--- src/rtl/banked_intc_pkg.sv ---
// Package: shared constants, register offsets and line configuration type
// for the banked interrupt controller.
package banked_intc_pkg;

    localparam int unsigned LINES_PER_BANK = 32;
    localparam int unsigned PRIO_W         = 5;
    localparam int unsigned IDX_W          = 5;   // line index inside a bank

    // Register offsets within a bank's 256-byte window.
    localparam logic [7:0] OFS_PEND  = 8'h00;
    localparam logic [7:0] OFS_MASK  = 8'h04;
    localparam logic [7:0] OFS_NCODE = 8'h10;
    localparam logic [7:0] OFS_FCODE = 8'h14;
    localparam logic [7:0] OFS_CTRL  = 8'h18;
    localparam logic [7:0] OFS_CFG0  = 8'h1C;
    localparam logic [7:0] OFS_CFGN  = 8'h98;
    localparam logic [7:0] OFS_SWI   = 8'h9C;

    // Configuration word layout, packed to match bits [6:0] of the register.
    typedef struct packed {
        logic [PRIO_W-1:0] prio;
        logic              level;
        logic              fast;
    } line_cfg_t;

    localparam int unsigned CFG_W = $bits(line_cfg_t);

endpackage

--- src/rtl/banked_intc_regdec.sv ---
// Module: banked_intc_regdec
// Purpose: decodes a register-port address into register hits for one bank
//          index. Purely combinational.
// Assumes: word accesses only; misaligned, unmapped or out-of-range bank
//          addresses produce no hit, and the global registers live in bank 0.
module banked_intc_regdec
    import banked_intc_pkg::*;
#(
    parameter int unsigned NBANKS = 2,
    parameter int unsigned BANK_W = 1,
    parameter int unsigned ADDR_W = 9
) (
    input  logic                  valid,
    input  logic [ADDR_W-1:0]     addr,
    output logic [BANK_W-1:0]     bank,
    output logic                  hit_pend,
    output logic                  hit_mask,
    output logic                  hit_ncode,
    output logic                  hit_fcode,
    output logic                  hit_ctrl,
    output logic                  hit_cfg,
    output logic                  hit_swi,
    output logic [IDX_W-1:0]      cfg_idx
);

    logic [7:0] ofs;
    logic       ok;
    logic       is_b0;

    // Split the address and qualify alignment and bank range.
    always_comb begin
        ofs   = addr[7:0];
        bank  = addr[ADDR_W-1:8];
        ok    = valid && (addr[1:0] == 2'b00) && (int'(bank) < int'(NBANKS));
        is_b0 = (bank == '0);
    end

    // Match the offset against the register map.
    always_comb begin
        hit_pend  = ok && (ofs == OFS_PEND);
        hit_mask  = ok && (ofs == OFS_MASK);
        hit_swi   = ok && (ofs == OFS_SWI);
        hit_ncode = ok && is_b0 && (ofs == OFS_NCODE);
        hit_fcode = ok && is_b0 && (ofs == OFS_FCODE);
        hit_ctrl  = ok && is_b0 && (ofs == OFS_CTRL);
        hit_cfg   = ok && (ofs >= OFS_CFG0) && (ofs <= OFS_CFGN);
        cfg_idx   = IDX_W'((ofs - OFS_CFG0) >> 2);
    end

endmodule

--- src/rtl/banked_intc_bank.sv ---
// Module: banked_intc_bank
// Purpose: holds the state of 32 lines: input history, pending bits, mask
//          bits and per-line configuration. Applies edge or level capture,
//          software injection, software clear and acknowledge.
// Assumes: irq_in is synchronous to clk; at most one register strobe per cycle.
module banked_intc_bank
    import banked_intc_pkg::*;
(
    input  logic                             clk,
    input  logic                             rst_n,
    input  logic [LINES_PER_BANK-1:0]        irq_in,
    input  logic                             pend_wr,
    input  logic                             mask_wr,
    input  logic                             swi_wr,
    input  logic                             cfg_wr,
    input  logic [IDX_W-1:0]                 cfg_idx,
    input  logic [31:0]                      wdata,
    input  logic [LINES_PER_BANK-1:0]        ack,
    output logic [LINES_PER_BANK-1:0]        pend_o,
    output logic [LINES_PER_BANK-1:0]        mask_o,
    output logic [LINES_PER_BANK-1:0]        level_o,
    output logic [LINES_PER_BANK-1:0]        fast_o,
    output line_cfg_t [LINES_PER_BANK-1:0]   cfg_o
);

    localparam int unsigned L = LINES_PER_BANK;

    logic [L-1:0] prev_q, pend_q, mask_q;
    line_cfg_t [L-1:0] cfg_q;
    logic [L-1:0] lvl, rise, fall, inj, set_v, keep_v, pend_d;

    // Unpack level and routing bits from the configuration array.
    for (genvar g = 0; g < L; g++) begin : g_unpack
        assign lvl[g]     = cfg_q[g].level;
        assign fast_o[g]  = cfg_q[g].fast;
    end

    // Compute the events and the next pending vector.
    always_comb begin
        rise   = irq_in & ~prev_q;
        fall   = prev_q & ~irq_in;
        inj    = swi_wr ? wdata : '0;
        set_v  = (~lvl & (rise | (inj & ~irq_in))) | (lvl & (irq_in | inj));
        keep_v = pend_wr ? (wdata | (lvl & irq_in)) : '1;
        pend_d = (pend_q & keep_v & ~(ack & ~lvl) & ~(lvl & fall)) | set_v;
    end

    // Register input history, pending and mask state.
    always_ff @(posedge clk) begin
        if (!rst_n) begin
            prev_q <= '0;
            pend_q <= '0;
            mask_q <= '1;
        end else begin
            prev_q <= irq_in;
            pend_q <= pend_d;
            if (mask_wr) mask_q <= wdata;
        end
    end

    // Register the per-line configuration words.
    always_ff @(posedge clk) begin
        if (!rst_n) begin
            cfg_q <= '0;
        end else if (cfg_wr) begin
            cfg_q[cfg_idx] <= line_cfg_t'(wdata[CFG_W-1:0]);
        end
    end

    assign pend_o  = pend_q;
    assign mask_o  = mask_q;
    assign level_o = lvl;
    assign cfg_o   = cfg_q;


    level_pend_chk: assert property (@(posedge clk) disable iff (!rst_n)
        (|(lvl & irq_in)) |=> ((pend_q & $past(lvl & irq_in)) == $past(lvl & irq_in)));


    mask_write_chk: assert property (@(posedge clk) disable iff (!rst_n)
        mask_wr |=> (mask_q == $past(wdata)));

endmodule

--- src/rtl/banked_intc_path.sv ---
// Module: banked_intc_path
// Purpose: one output path. Selects the most urgent competing line, latches
//          its number and drives the request until a new agreement re-arms it.
// Assumes: priority 0 is the most urgent; ties go to the higher line number.
module banked_intc_path
    import banked_intc_pkg::*;
#(
    parameter int unsigned NLINES  = 64,
    parameter bit          IS_FAST = 1'b0,
    parameter int unsigned LINE_W  = $clog2(NLINES)
) (
    input  logic                               clk,
    input  logic                               rst_n,
    input  logic [NLINES-1:0]                  pend,
    input  logic [NLINES-1:0]                  mask,
    input  logic [NLINES-1:0]                  fast,
    input  logic [NLINES-1:0][PRIO_W-1:0]      prio,
    input  logic                               rearm,
    output logic                               irq_o,
    output logic [LINE_W-1:0]                  code_o
);

    logic [NLINES-1:0] route, elig;
    logic              found;
    logic [PRIO_W-1:0] best_p;
    logic [LINE_W-1:0] best_i;
    logic              armed_q, irq_q;
    logic [LINE_W-1:0] code_q;

    // Pick the routing polarity for this path.
    if (IS_FAST) begin : g_fast
        assign route = fast;
    end else begin : g_norm
        assign route = ~fast;
    end

    assign elig = pend & ~mask & route;

    // Scan upward so an equal priority at a higher index replaces the holder.
    always_comb begin
        found  = 1'b0;
        best_p = '1;
        best_i = '0;
        for (int i = 0; i < int'(NLINES); i++) begin
            if (elig[i] && (!found || (prio[i] <= best_p))) begin
                found  = 1'b1;
                best_p = prio[i];
                best_i = LINE_W'(i);
            end
        end
    end

    // Agreement state: re-arm on request, fire once when armed and a line competes.
    always_ff @(posedge clk) begin
        if (!rst_n) begin
            armed_q <= 1'b1;
            irq_q   <= 1'b0;
            code_q  <= '0;
        end else if (rearm) begin
            armed_q <= 1'b1;
            irq_q   <= 1'b0;
        end else if (armed_q && found) begin
            armed_q <= 1'b0;
            irq_q   <= 1'b1;
            code_q  <= best_i;
        end
    end

    assign irq_o  = irq_q;
    assign code_o = code_q;


    rearm_drop_chk: assert property (@(posedge clk) disable iff (!rst_n)
        rearm |=> !irq_o);


    fire_needs_line_chk: assert property (@(posedge clk) disable iff (!rst_n)
        $rose(irq_o) |-> $past(found));


    code_frozen_chk: assert property (@(posedge clk) disable iff (!rst_n)
        ($past(irq_q) && irq_q) |-> $stable(code_o));

endmodule

--- src/rtl/banked_intc.sv ---
// Module: banked_intc
// Purpose: top of the banked interrupt controller. Decodes the register
//          port, instantiates one state block per bank and one arbiter per
//          output, forms acknowledges from code reads and registers read data.
// Assumes: single-cycle word accesses; read data appears one cycle later.
module banked_intc
    import banked_intc_pkg::*;
#(
    parameter int unsigned NBANKS = 2,
    parameter int unsigned NLINES = NBANKS * LINES_PER_BANK,
    parameter int unsigned LINE_W = $clog2(NLINES),
    parameter int unsigned BANK_W = (NBANKS > 1) ? $clog2(NBANKS) : 1,
    parameter int unsigned ADDR_W = 8 + BANK_W
) (
    input  logic               clk,
    input  logic               rst_n,
    input  logic               req_valid,
    input  logic               req_write,
    input  logic [ADDR_W-1:0]  req_addr,
    input  logic [31:0]        req_wdata,
    output logic [31:0]        rsp_rdata,
    input  logic [NLINES-1:0]  irq_lines,
    output logic               norm_irq,
    output logic               fast_irq
);

    logic [BANK_W-1:0] bank;
    logic hit_pend, hit_mask, hit_ncode, hit_fcode, hit_ctrl, hit_cfg, hit_swi;
    logic [IDX_W-1:0] cfg_idx;
    logic wr, rd;

    logic [NLINES-1:0]              pend_all, mask_all, level_all, fast_all, ack_all;
    logic [NLINES-1:0][PRIO_W-1:0]  prio_all;
    line_cfg_t [NLINES-1:0]         cfg_all;
    logic [LINE_W-1:0]              ncode, fcode;
    logic                           rearm_n, rearm_f;
    logic [31:0]                    rdata_d;

    banked_intc_regdec #(
        .NBANKS (NBANKS),
        .BANK_W (BANK_W),
        .ADDR_W (ADDR_W)
    ) u_dec (
        .valid     (req_valid),
        .addr      (req_addr),
        .bank      (bank),
        .hit_pend  (hit_pend),
        .hit_mask  (hit_mask),
        .hit_ncode (hit_ncode),
        .hit_fcode (hit_fcode),
        .hit_ctrl  (hit_ctrl),
        .hit_cfg   (hit_cfg),
        .hit_swi   (hit_swi),
        .cfg_idx   (cfg_idx)
    );

    assign wr = req_write;
    assign rd = !req_write;

    // One state block per bank; write strobes are qualified by bank index.
    for (genvar b = 0; b < int'(NBANKS); b++) begin : g_bank
        logic sel;
        assign sel = (bank == BANK_W'(b));

        banked_intc_bank u_bank (
            .clk     (clk),
            .rst_n   (rst_n),
            .irq_in  (irq_lines[b*LINES_PER_BANK +: LINES_PER_BANK]),
            .pend_wr (wr && sel && hit_pend),
            .mask_wr (wr && sel && hit_mask),
            .swi_wr  (wr && sel && hit_swi),
            .cfg_wr  (wr && sel && hit_cfg),
            .cfg_idx (cfg_idx),
            .wdata   (req_wdata),
            .ack     (ack_all[b*LINES_PER_BANK +: LINES_PER_BANK]),
            .pend_o  (pend_all[b*LINES_PER_BANK +: LINES_PER_BANK]),
            .mask_o  (mask_all[b*LINES_PER_BANK +: LINES_PER_BANK]),
            .level_o (level_all[b*LINES_PER_BANK +: LINES_PER_BANK]),
            .fast_o  (fast_all[b*LINES_PER_BANK +: LINES_PER_BANK]),
            .cfg_o   (cfg_all[b*LINES_PER_BANK +: LINES_PER_BANK])
        );
    end

    // Extract the priority field of every line for the arbiters.
    for (genvar g = 0; g < int'(NLINES); g++) begin : g_prio
        assign prio_all[g] = cfg_all[g].prio;
    end

    assign rearm_n = req_valid && wr && hit_ctrl && req_wdata[0];
    assign rearm_f = req_valid && wr && hit_ctrl && req_wdata[1];

    banked_intc_path #(.NLINES(NLINES), .IS_FAST(1'b0), .LINE_W(LINE_W)) u_norm (
        .clk    (clk),
        .rst_n  (rst_n),
        .pend   (pend_all),
        .mask   (mask_all),
        .fast   (fast_all),
        .prio   (prio_all),
        .rearm  (rearm_n),
        .irq_o  (norm_irq),
        .code_o (ncode)
    );

    banked_intc_path #(.NLINES(NLINES), .IS_FAST(1'b1), .LINE_W(LINE_W)) u_fast (
        .clk    (clk),
        .rst_n  (rst_n),
        .pend   (pend_all),
        .mask   (mask_all),
        .fast   (fast_all),
        .prio   (prio_all),
        .rearm  (rearm_f),
        .irq_o  (fast_irq),
        .code_o (fcode)
    );

    // Acknowledge the latched line of a code read when it is edge-sensitive.
    always_comb begin
        ack_all = '0;
        if (rd && hit_ncode) ack_all[ncode] = ~level_all[ncode];
        if (rd && hit_fcode) ack_all[fcode] = ~level_all[fcode];
    end

    // Select read data for the addressed register.
    always_comb begin
        rdata_d = '0;
        for (int b = 0; b < int'(NBANKS); b++) begin
            if (bank == BANK_W'(b)) begin
                if (hit_pend) rdata_d = pend_all[b*LINES_PER_BANK +: LINES_PER_BANK];
                if (hit_mask) rdata_d = mask_all[b*LINES_PER_BANK +: LINES_PER_BANK];
                if (hit_cfg)  rdata_d = 32'(cfg_all[b*LINES_PER_BANK + int'(cfg_idx)]);
            end
        end
        if (hit_ncode) rdata_d = 32'(ncode);
        if (hit_fcode) rdata_d = 32'(fcode);
    end

    // Register read data one cycle after a read request.
    always_ff @(posedge clk) begin
        if (!rst_n) begin
            rsp_rdata <= '0;
        end else if (req_valid && rd) begin
            rsp_rdata <= rdata_d;
        end
    end


    ack_single_chk: assert property (@(posedge clk) disable iff (!rst_n)
        $onehot0(ack_all));


    ack_edge_only_chk: assert property (@(posedge clk) disable iff (!rst_n)
        (ack_all & level_all) == '0);

endmodule

--- config.mk ---
export PLATFORM = sky130hd
export DESIGN_NAME = banked_intc
export DESIGN_NICKNAME = d
export VERILOG_FILES = /design/src/rtl/banked_intc_pkg.sv /design/src/rtl/banked_intc_regdec.sv /design/src/rtl/banked_intc_bank.sv /design/src/rtl/banked_intc_path.sv /design/src/rtl/banked_intc.sv
export SDC_FILE = /design/constraint.sdc
export NUM_CORES = 2
export LEC_CHECK = 0
export BUFFER_PORTS_ARGS = -buffer_cell sky130_fd_sc_hd__buf_2
export CAP_MARGIN = 40
export CORE_UTILIZATION = 25
export DETAILED_ROUTE_END_ITERATION = 7
export PLACE_DENSITY_LB_ADDON = 0.2
export SETUP_SLACK_MARGIN = 0.05
export SLEW_MARGIN = 20
export SYNTH_ARGS = -nofsm -noshare
export SYNTH_HDL_FRONTEND = slang
export SYNTH_SLANG_ARGS = --single-unit
--- constraint.sdc ---
create_clock -name clk -period 137 [get_ports clk]
set_clock_uncertainty 0.05 [all_clocks]
set_input_delay 13.7 -clock clk [delete_from_list [all_inputs] [get_ports clk]]
set_output_delay 13.7 -clock clk [all_outputs]
set_load 0.05 [all_outputs]
# Word level (Yosys, flattened, before mapping)
# Index checks and enable logic that the tools add are counted.
# word_totals
reg_bits	688
out_inout_bits	34
elab_cells	1232
# classes
n_addsub	2
magnitude_cmp	136
n_eq_ne	5
muxes	413
bitwise	54
n_reduce_logical	417
# ops
op	n
2-to-1 mux 5 bit	158
AND 32 bit	22
less-or-equal comparator 5 bit	126
bitwise mux 224 bit	2
2-to-1 mux 32 bit	14
2-to-1 mux 6 bit	64
NOT 32 bit	10
OR 32 bit	10
AND 64 bit	4
logical AND 1 bit	158
2-to-1 mux 1 bit	134
2-to-1 mux 64 bit	2
NOT 64 bit	2
logical NOT 1 bit	127
logical OR 1 bit	126
bitwise mux 64 bit	1
2-to-1 mux 4 bit	16
binary-select mux 7 bit (select 6 bit)	1
binary-select mux 7 bit (select 5 bit)	1
demux 7 bit (select 5 bit)	1
== test 8 x 5 -> 1 bit (second input constant)	3
2-to-1 mux 3 bit	8
2-to-1 mux 7 bit	3
less-than comparator 6 x 7 -> 1 bit (second input constant)	2
other kinds (19)	32

# Longest topological paths before layout
# depth
depth_word	258
mapped_depth	603

# Modules after synthesis
# Synthesis repeated with hierarchy kept, for this count alone.
# hier_totals
cells_unflattened	8835
hier_area_um2	68974.9
# by_module_without_submodules
module	instances	cells_per_inst	area_each_um2	seq_area_each_um2
banked_intc_bank	2	1285	12685.9	6406.1
banked_intc_path (u_norm)	1	2641	17793.3	160.2
banked_intc_path (u_fast)	1	2585	17231.5	160.2
banked_intc	1	1007	8330.5	640.6
banked_intc_regdec	1	32	247.7	0.0

# Worst setup path before layout
# Ideal clock, no wire load.
# synth_timing
path_kind	register -> register
startpoint	reg g_bank[0].u_bank.pend_q[0]
endpoint	reg u_norm.code_q[4], in the netlist u_norm.code_o[4]
setup_ns	0.059
arrival_ns	102.779
path_slack_ns	34.112
stages_incl_launch_ff	570
path_buffers	38
path_cell_list	dfxtp_1 > or3b_2 > clkbuf_1 > nor2_1 > ha_1 > a21o_1 > a21o_1 > nor2_1 > a311oi_1 > nor2_1 > nor3_1 > a21oi_1 > inv_1 > ha_1 > a21o_1 > a211oi_1 > o311ai_2 > nand2_1 > [... 534 more ...] > a21o_1 > buf_1 > clkbuf_1 > nand3_1 > o21ai_0 > a211oi_1 > ha_1 > o21a_1 > o21ai_0 > nand2b_1 > a21oi_1 > a31oi_1 > o2111a_1 > and2_1 > nand2_1 > nor2_1 > nand2_1 > o221a_2
# synth_via
elab_chain_len	257
word_cells_on_any_way	431
# synth_rtl
element	line_no	text
from (decl)	banked_intc_bank.sv:28	logic [L-1:0] prev_q, pend_q, mask_q;
from (signal assigned)	banked_intc_bank.sv:56	pend_q <= pend_d;
AND 64 bit * (2 in a row)	banked_intc_path.sv:37	assign elig = pend & ~mask & route;
2-to-1 mux 5 bit / 2-to-1 mux 1 bit (equally long branches)	banked_intc_path.sv:45	if (elig[i] && (!found || (prio[i] <= best_p))) begin
less-or-equal comparator 5 bit / logical NOT 1 bit (equally long branches)	banked_intc_path.sv:45	
logical OR 1 bit	banked_intc_path.sv:45	
logical AND 1 bit	banked_intc_path.sv:45	
2-to-1 mux 5 bit / 2-to-1 mux 1 bit (equally long branches)	banked_intc_path.sv:45	
less-or-equal comparator 5 bit / logical NOT 1 bit (equally long branches)	banked_intc_path.sv:45	
logical OR 1 bit	banked_intc_path.sv:45	
[... 240 more ...]	--	
logical AND 1 bit	banked_intc_path.sv:45	
2-to-1 mux 5 bit / 2-to-1 mux 1 bit (equally long branches)	banked_intc_path.sv:45	
less-or-equal comparator 5 bit / logical NOT 1 bit (equally long branches)	banked_intc_path.sv:45	
logical OR 1 bit	banked_intc_path.sv:45	
logical AND 1 bit	banked_intc_path.sv:45	
2-to-1 mux 1 bit	banked_intc_path.sv:45	
logical AND 1 bit	banked_intc_path.sv:62	end else if (armed_q && found) begin
AND reduction 2 bit (no source line)	--	
to (signal assigned)	banked_intc_path.sv:65	code_q <= best_i;
to (decl)	banked_intc_path.sv:28	logic [LINE_W-1:0] code_q;
# Every way passes the cells marked *; elsewhere a longest branch is shown, timed or not.
# A chain may end at the register's enable or synchronous reset.

# Final worst setup path
# layout_timing
startpoint	reg g_bank[0].u_bank.pend_q[0]
endpoint	reg u_norm.code_q[5], in the netlist u_norm.code_o[5]
# The elaborated chain is that of the path after synthesis.

==> results_tabular.tex <==
\begin{tabular}{lr}
\hline
Metric & Value \\
\hline
\multicolumn{2}{l}{\textbf{Critical path}} \\
\quad Critical path data required time & 137,550 ps \\
\quad Data arrival, critical path & 123,980 ps \\
\quad Classification of the worst setup path & reg2reg \\
\quad CP most frequent cell & sky130\_fd\_sc\_hd\_\_ha\_1 \\
\quad Slowest CP cell & sky130\_fd\_sc\_hd\_\_a222oi\_1 \\
\quad Type of element launching the critical path & flip-flop \\
\quad Largest stage delay on the critical path & 690 ps \\
\quad Worst Setup End Kind & flip-flop \\
\quad Critical-path maximum fanout & 18 \\
\quad Number of cell instances on the worst register-to-register path & 554 \\
\multicolumn{2}{l}{\textbf{Yosys}} \\
\quad Dominant synthesized flop cell & sky130\_fd\_sc\_hd\_\_dfxtp\_1 \\
\quad Cell taking the most area after synthesis & sky130\_fd\_sc\_hd\_\_dfxtp\_1 \\
\quad Synthesized cell area & 67,500 µm² \\
\quad Number of distinct standard cells referenced by the synthesized netlist & 131 \\
\quad Gate count after technology mapping & 9,161 \\
\quad Area share of the largest cell type after synthesis & 0.204 \\
\quad Number of synthesized flops with an enable pin & 0 \\
\quad Mean area per synthesized cell & 7.37 µm² \\
\quad Biggest area contributors in the synthesized netlist & sky130\_fd\_sc\_hd\_\_dfxtp\_1 20\%, sky130\_fd\_sc\_hd\_\_ha\_1 9.5\%, sky130\_fd\_sc\_hd\_\_nand2\_1 6.5\% \\
\quad Async set-reset flop share out of synthesis & 0 \\
\quad Number of warnings issued by yosys & 0 \\
\quad Most numerous cell types in the synthesized netlist & 1,166 x sky130\_fd\_sc\_hd\_\_nand2\_1, 688 x sky130\_fd\_sc\_hd\_\_dfxtp\_1, 661 x sky130\_fd\_sc\_hd\_\_o21ai\_0 \\
\quad Sequential fraction of the synthesis area & 0.204 \\
\quad Register bit total from synthesis & 688 \\
\quad Cell with the most instances after synthesis & sky130\_fd\_sc\_hd\_\_nand2\_1 \\
\quad Mapped Nets & 9,783 \\
\multicolumn{2}{l}{\textbf{CTS}} \\
\quad Clk sink count & 688 \\
\quad Clock transition at the register clock pins on the worst setup and hold paths after CTS & 60 ps \\
\quad Num CTS Buffers & 82 \\
\quad CTS tree & done \\
\quad Number of buffers inserted by hold repair at cts & 0 \\
\quad Number of setup buffers added after CTS & 0 \\
\quad H-tree Lvls & 3 \\
\quad Resized Gates After CTS & 0 \\
\quad Clock tree buffer depth & 3 \\
\quad Cell chosen for the clock root & sky130\_fd\_sc\_hd\_\_clkbuf\_16 \\
\quad Clock latency on the worst-skew pair & 710 ps \\
\multicolumn{2}{l}{\textbf{GRT}} \\
\quad Via count of the first global-routing pass & 68,200 \\
\quad Initial antenna violation count & 62 \\
\quad First-pass GRT wire length & 479 mm \\
\quad Overall Global Routing Usage & 0.235 \\
\quad Largest net degree at the start of global routing & 134 \\
\quad Overflow left after global routing & 0 \\
\multicolumn{2}{l}{\textbf{Placement}} \\
\quad Cell area after placement & 72,200 µm² \\
\quad Count of buffers from port buffering & 142 \\
\quad Post-Place Setup Slack & 15,310 ps \\
\quad Post-DP HPWL & 261 mm \\
\quad Global placement routability congestion & 0.988 \\
\multicolumn{2}{l}{\textbf{Final layout}} \\
\quad Relative area change from synthesis to final layout & 11.3\% \\
\quad Final-stage net count & 9,656 \\
\quad Total non-filler cell area in the finished layout & 75,200 µm² \\
\quad Share of layout cells above drive strength 1 & 0.0989 \\
\multicolumn{2}{l}{\textbf{Timing}} \\
\quad Maximum clock frequency & 8.10 MHz \\
\quad Max-slew violations & 0 \\
\quad Number of endpoints with negative hold slack in the final report & 0 \\
\quad Period Utilization, post-route & 0.901 \\
\quad Fin crit period & 123,430 ps \\
\quad Number of failing setup endpoints in the final timing report & 0 \\
\quad Setup total negative slack & 0 ps \\
\quad Setup repair after global routing missed its margin & no \\
\quad Worst hold slack & 434 ps \\
\quad Final worst setup slack & 13,570 ps \\
\quad Relative slew margins & 0.296 \\
\quad Transition time of the tightest slew-check pin & 1060 ps \\
\multicolumn{2}{l}{\textbf{Floorplanning}} \\
\quad Die Footprint & 272,000 µm² \\
\quad DIE HEIGHT & 522 µm \\
\quad Width of the die & 522 µm \\
\quad Number of placement rows & 190 \\
\quad Core Footprint & 268,000 µm² \\
\quad Starting utilization of the core area & 0.252 \\
\quad Top-Level Pins & 143 \\
\multicolumn{2}{l}{\textbf{Pwr}} \\
\quad Switch share & 0.275 \\
\quad Power dissipated by switching net loads & 0.132 mW \\
\quad Comb power frac & 0.090 \\
\quad Highest ir drop seen on vdd & 0.00000886 V \\
\quad Internal Dissipation & 0.350 mW \\
\quad Leakage & 31.1 nW \\
\quad Reg power frac & 0.427 \\
\quad Power per standard cell area & 6.42 nW/µm² \\
\quad Fraction of power consumed by the clock network & 0.483 \\
\multicolumn{2}{l}{\textbf{Worst hold path}} \\
\quad Type of the worst min-delay path & reg2reg \\
\quad Min-Delay Path Depth & 2 \\
\multicolumn{2}{l}{\textbf{Detailed routing}} \\
\quad Mean routed wirelength per cell & 26.2 µm \\
\quad Average via count per standard cell & 5.73 \\
\quad Routed wire length & 332 mm \\
\quad Post-route antenna net violation count & 0 \\
\quad Total DRC errors in the routed layout & 0 \\
\quad Number of DRC markers after the initial detailed-route iteration & 7,760 \\
\quad Vias after detailed routing & 72,700 \\
\quad First-pass DRT Iterations & 6 \\
\multicolumn{2}{l}{\textbf{Flow run}} \\
\quad Maximum capacitance violations & 0 \\
\multicolumn{2}{l}{\textbf{Run status}} \\
\quad Outcome & finished clean \\
\hline
\end{tabular}
final cells by class:
class	instances	area, µm²
timing repair buffer	295	1990
sequential	688	13800
clock buffer	113	2390
fill	29000	193000
antenna	44	110
clock inverter	36	410
multi-input combinational	7474	50200
inverter	493	1850
tap	3552	4440
placed cells by master (no fill, tap or decap), types with 57 or more instances in the layout:
cell type / instances
sky130_fd_sc_hd__o31ai_1: 61
sky130_fd_sc_hd__nand3b_1: 66
sky130_fd_sc_hd__nand3_1: 498
sky130_fd_sc_hd__buf_2: 153
sky130_fd_sc_hd__o21ai_0: 660
sky130_fd_sc_hd__nor2_1: 628
sky130_fd_sc_hd__clkbuf_16: 85
sky130_fd_sc_hd__a21o_1: 227
sky130_fd_sc_hd__a221oi_1: 57
sky130_fd_sc_hd__a22oi_1: 151
sky130_fd_sc_hd__and2_1: 139
sky130_fd_sc_hd__nor3_1: 135
sky130_fd_sc_hd__o211ai_1: 79
sky130_fd_sc_hd__nand2b_1: 64
sky130_fd_sc_hd__a31oi_1: 157
sky130_fd_sc_hd__buf_4: 122
sky130_fd_sc_hd__nand2_1: 1162
sky130_fd_sc_hd__a21boi_0: 473
sky130_fd_sc_hd__a21oi_1: 549
sky130_fd_sc_hd__a211oi_1: 105
sky130_fd_sc_hd__and3_1: 145
sky130_fd_sc_hd__o22ai_1: 65
sky130_fd_sc_hd__mux2i_1: 90
sky130_fd_sc_hd__o21a_1: 155
sky130_fd_sc_hd__dfxtp_1: 688
sky130_fd_sc_hd__inv_1: 491
sky130_fd_sc_hd__mux2_2: 90
sky130_fd_sc_hd__nor3b_1: 84
sky130_fd_sc_hd__ha_1: 512
sky130_fd_sc_hd__nor2b_1: 120
sky130_fd_sc_hd__mux4_2: 121
state kept, by name, summed over array words and instances (netlist names):
name and cells:
u_norm.code_o 6, g_bank.u_bank.mask_o 64, g_bank.u_bank.prev_q 64, g_bank.u_bank.cfg_o 448, u_fast.armed_q 1, rsp_rdata 32
u_fast.code_o 6, g_bank.u_bank.pend_o 64, u_norm.irq_o 1, u_norm.armed_q 1, u_fast.irq_o 1
power groups by stage:
stage          clock (mW)  sequential, mW  combinational (mW)
2_1_floorplan           0           0.209              0.0236
3_3_place_gp            0           0.210              0.0414
3_5_place_dp            0           0.210              0.0420
4_1_cts             0.236           0.206              0.0421
5_1_grt             0.244           0.206              0.0450
6_report            0.233           0.206              0.0432
metal layers:
metal | track usage | up-vias | share of wire | wire length (µm)
met3 | 0.0278 | 560 | 0.061 | 20200
met1 | 0.306 | 35700 | 0.43 | 143000
met2 | 0.378 | 2781 | 0.45 | 151000
met4 | 0.128 | 4 | 0.055 | 18400
li1 | - | 33600 | - | -
met5 | 0 | - | 0.000078 | 26
stage by stage:
stage | util | cells | power [mW]
6_report | 0.280 | 12700 | 0.483
5_1_grt | 0.280 | 12700 | 0.495
4_1_cts | 0.279 | 12600 | 0.484
3_5_place_dp | 0.269 | 12500 | 0.253
3_3_place_gp | 0.268 | 12500 | 0.252
2_1_floorplan | - | 9161 | 0.233
path summary, 6_finish.rpt:
path / from / end / slack, ps
setup / recovery: g_bank[0].u_bank.pend_o[0] / u_norm.code_o[5] / 13570
hold / removal: u_fast.irq_o / u_fast.irq_o / 430
setup reg to reg: g_bank[0].u_bank.pend_o[0] / u_norm.code_o[5] / 13570
hold reg to reg: u_fast.irq_o / u_fast.irq_o / 430
kinds of logic after synthesis:
family / share of synthesized area
AND/OR/NAND/NOR: 0.240
buffers and inverters: 0.0561
multiplexers: 0.0691
AO/OA/AOI/OAI: 0.327
XOR/XNOR: 0.00545
adder cells (fa/ha/maj): 0.0991
flip-flops: 0.204
worst max-delay path: cells and delay by family (launching register included):
kind | cells | cell delay (ps)
simple gates | 162 | 29030
compound gates | 271 | 63260
flops | 1 | 420
fa+ha+maj | 69 | 20280
mux | 16 | 4950
buf+inv | 36 | 5070
Power figures use the tool's default switching activity.
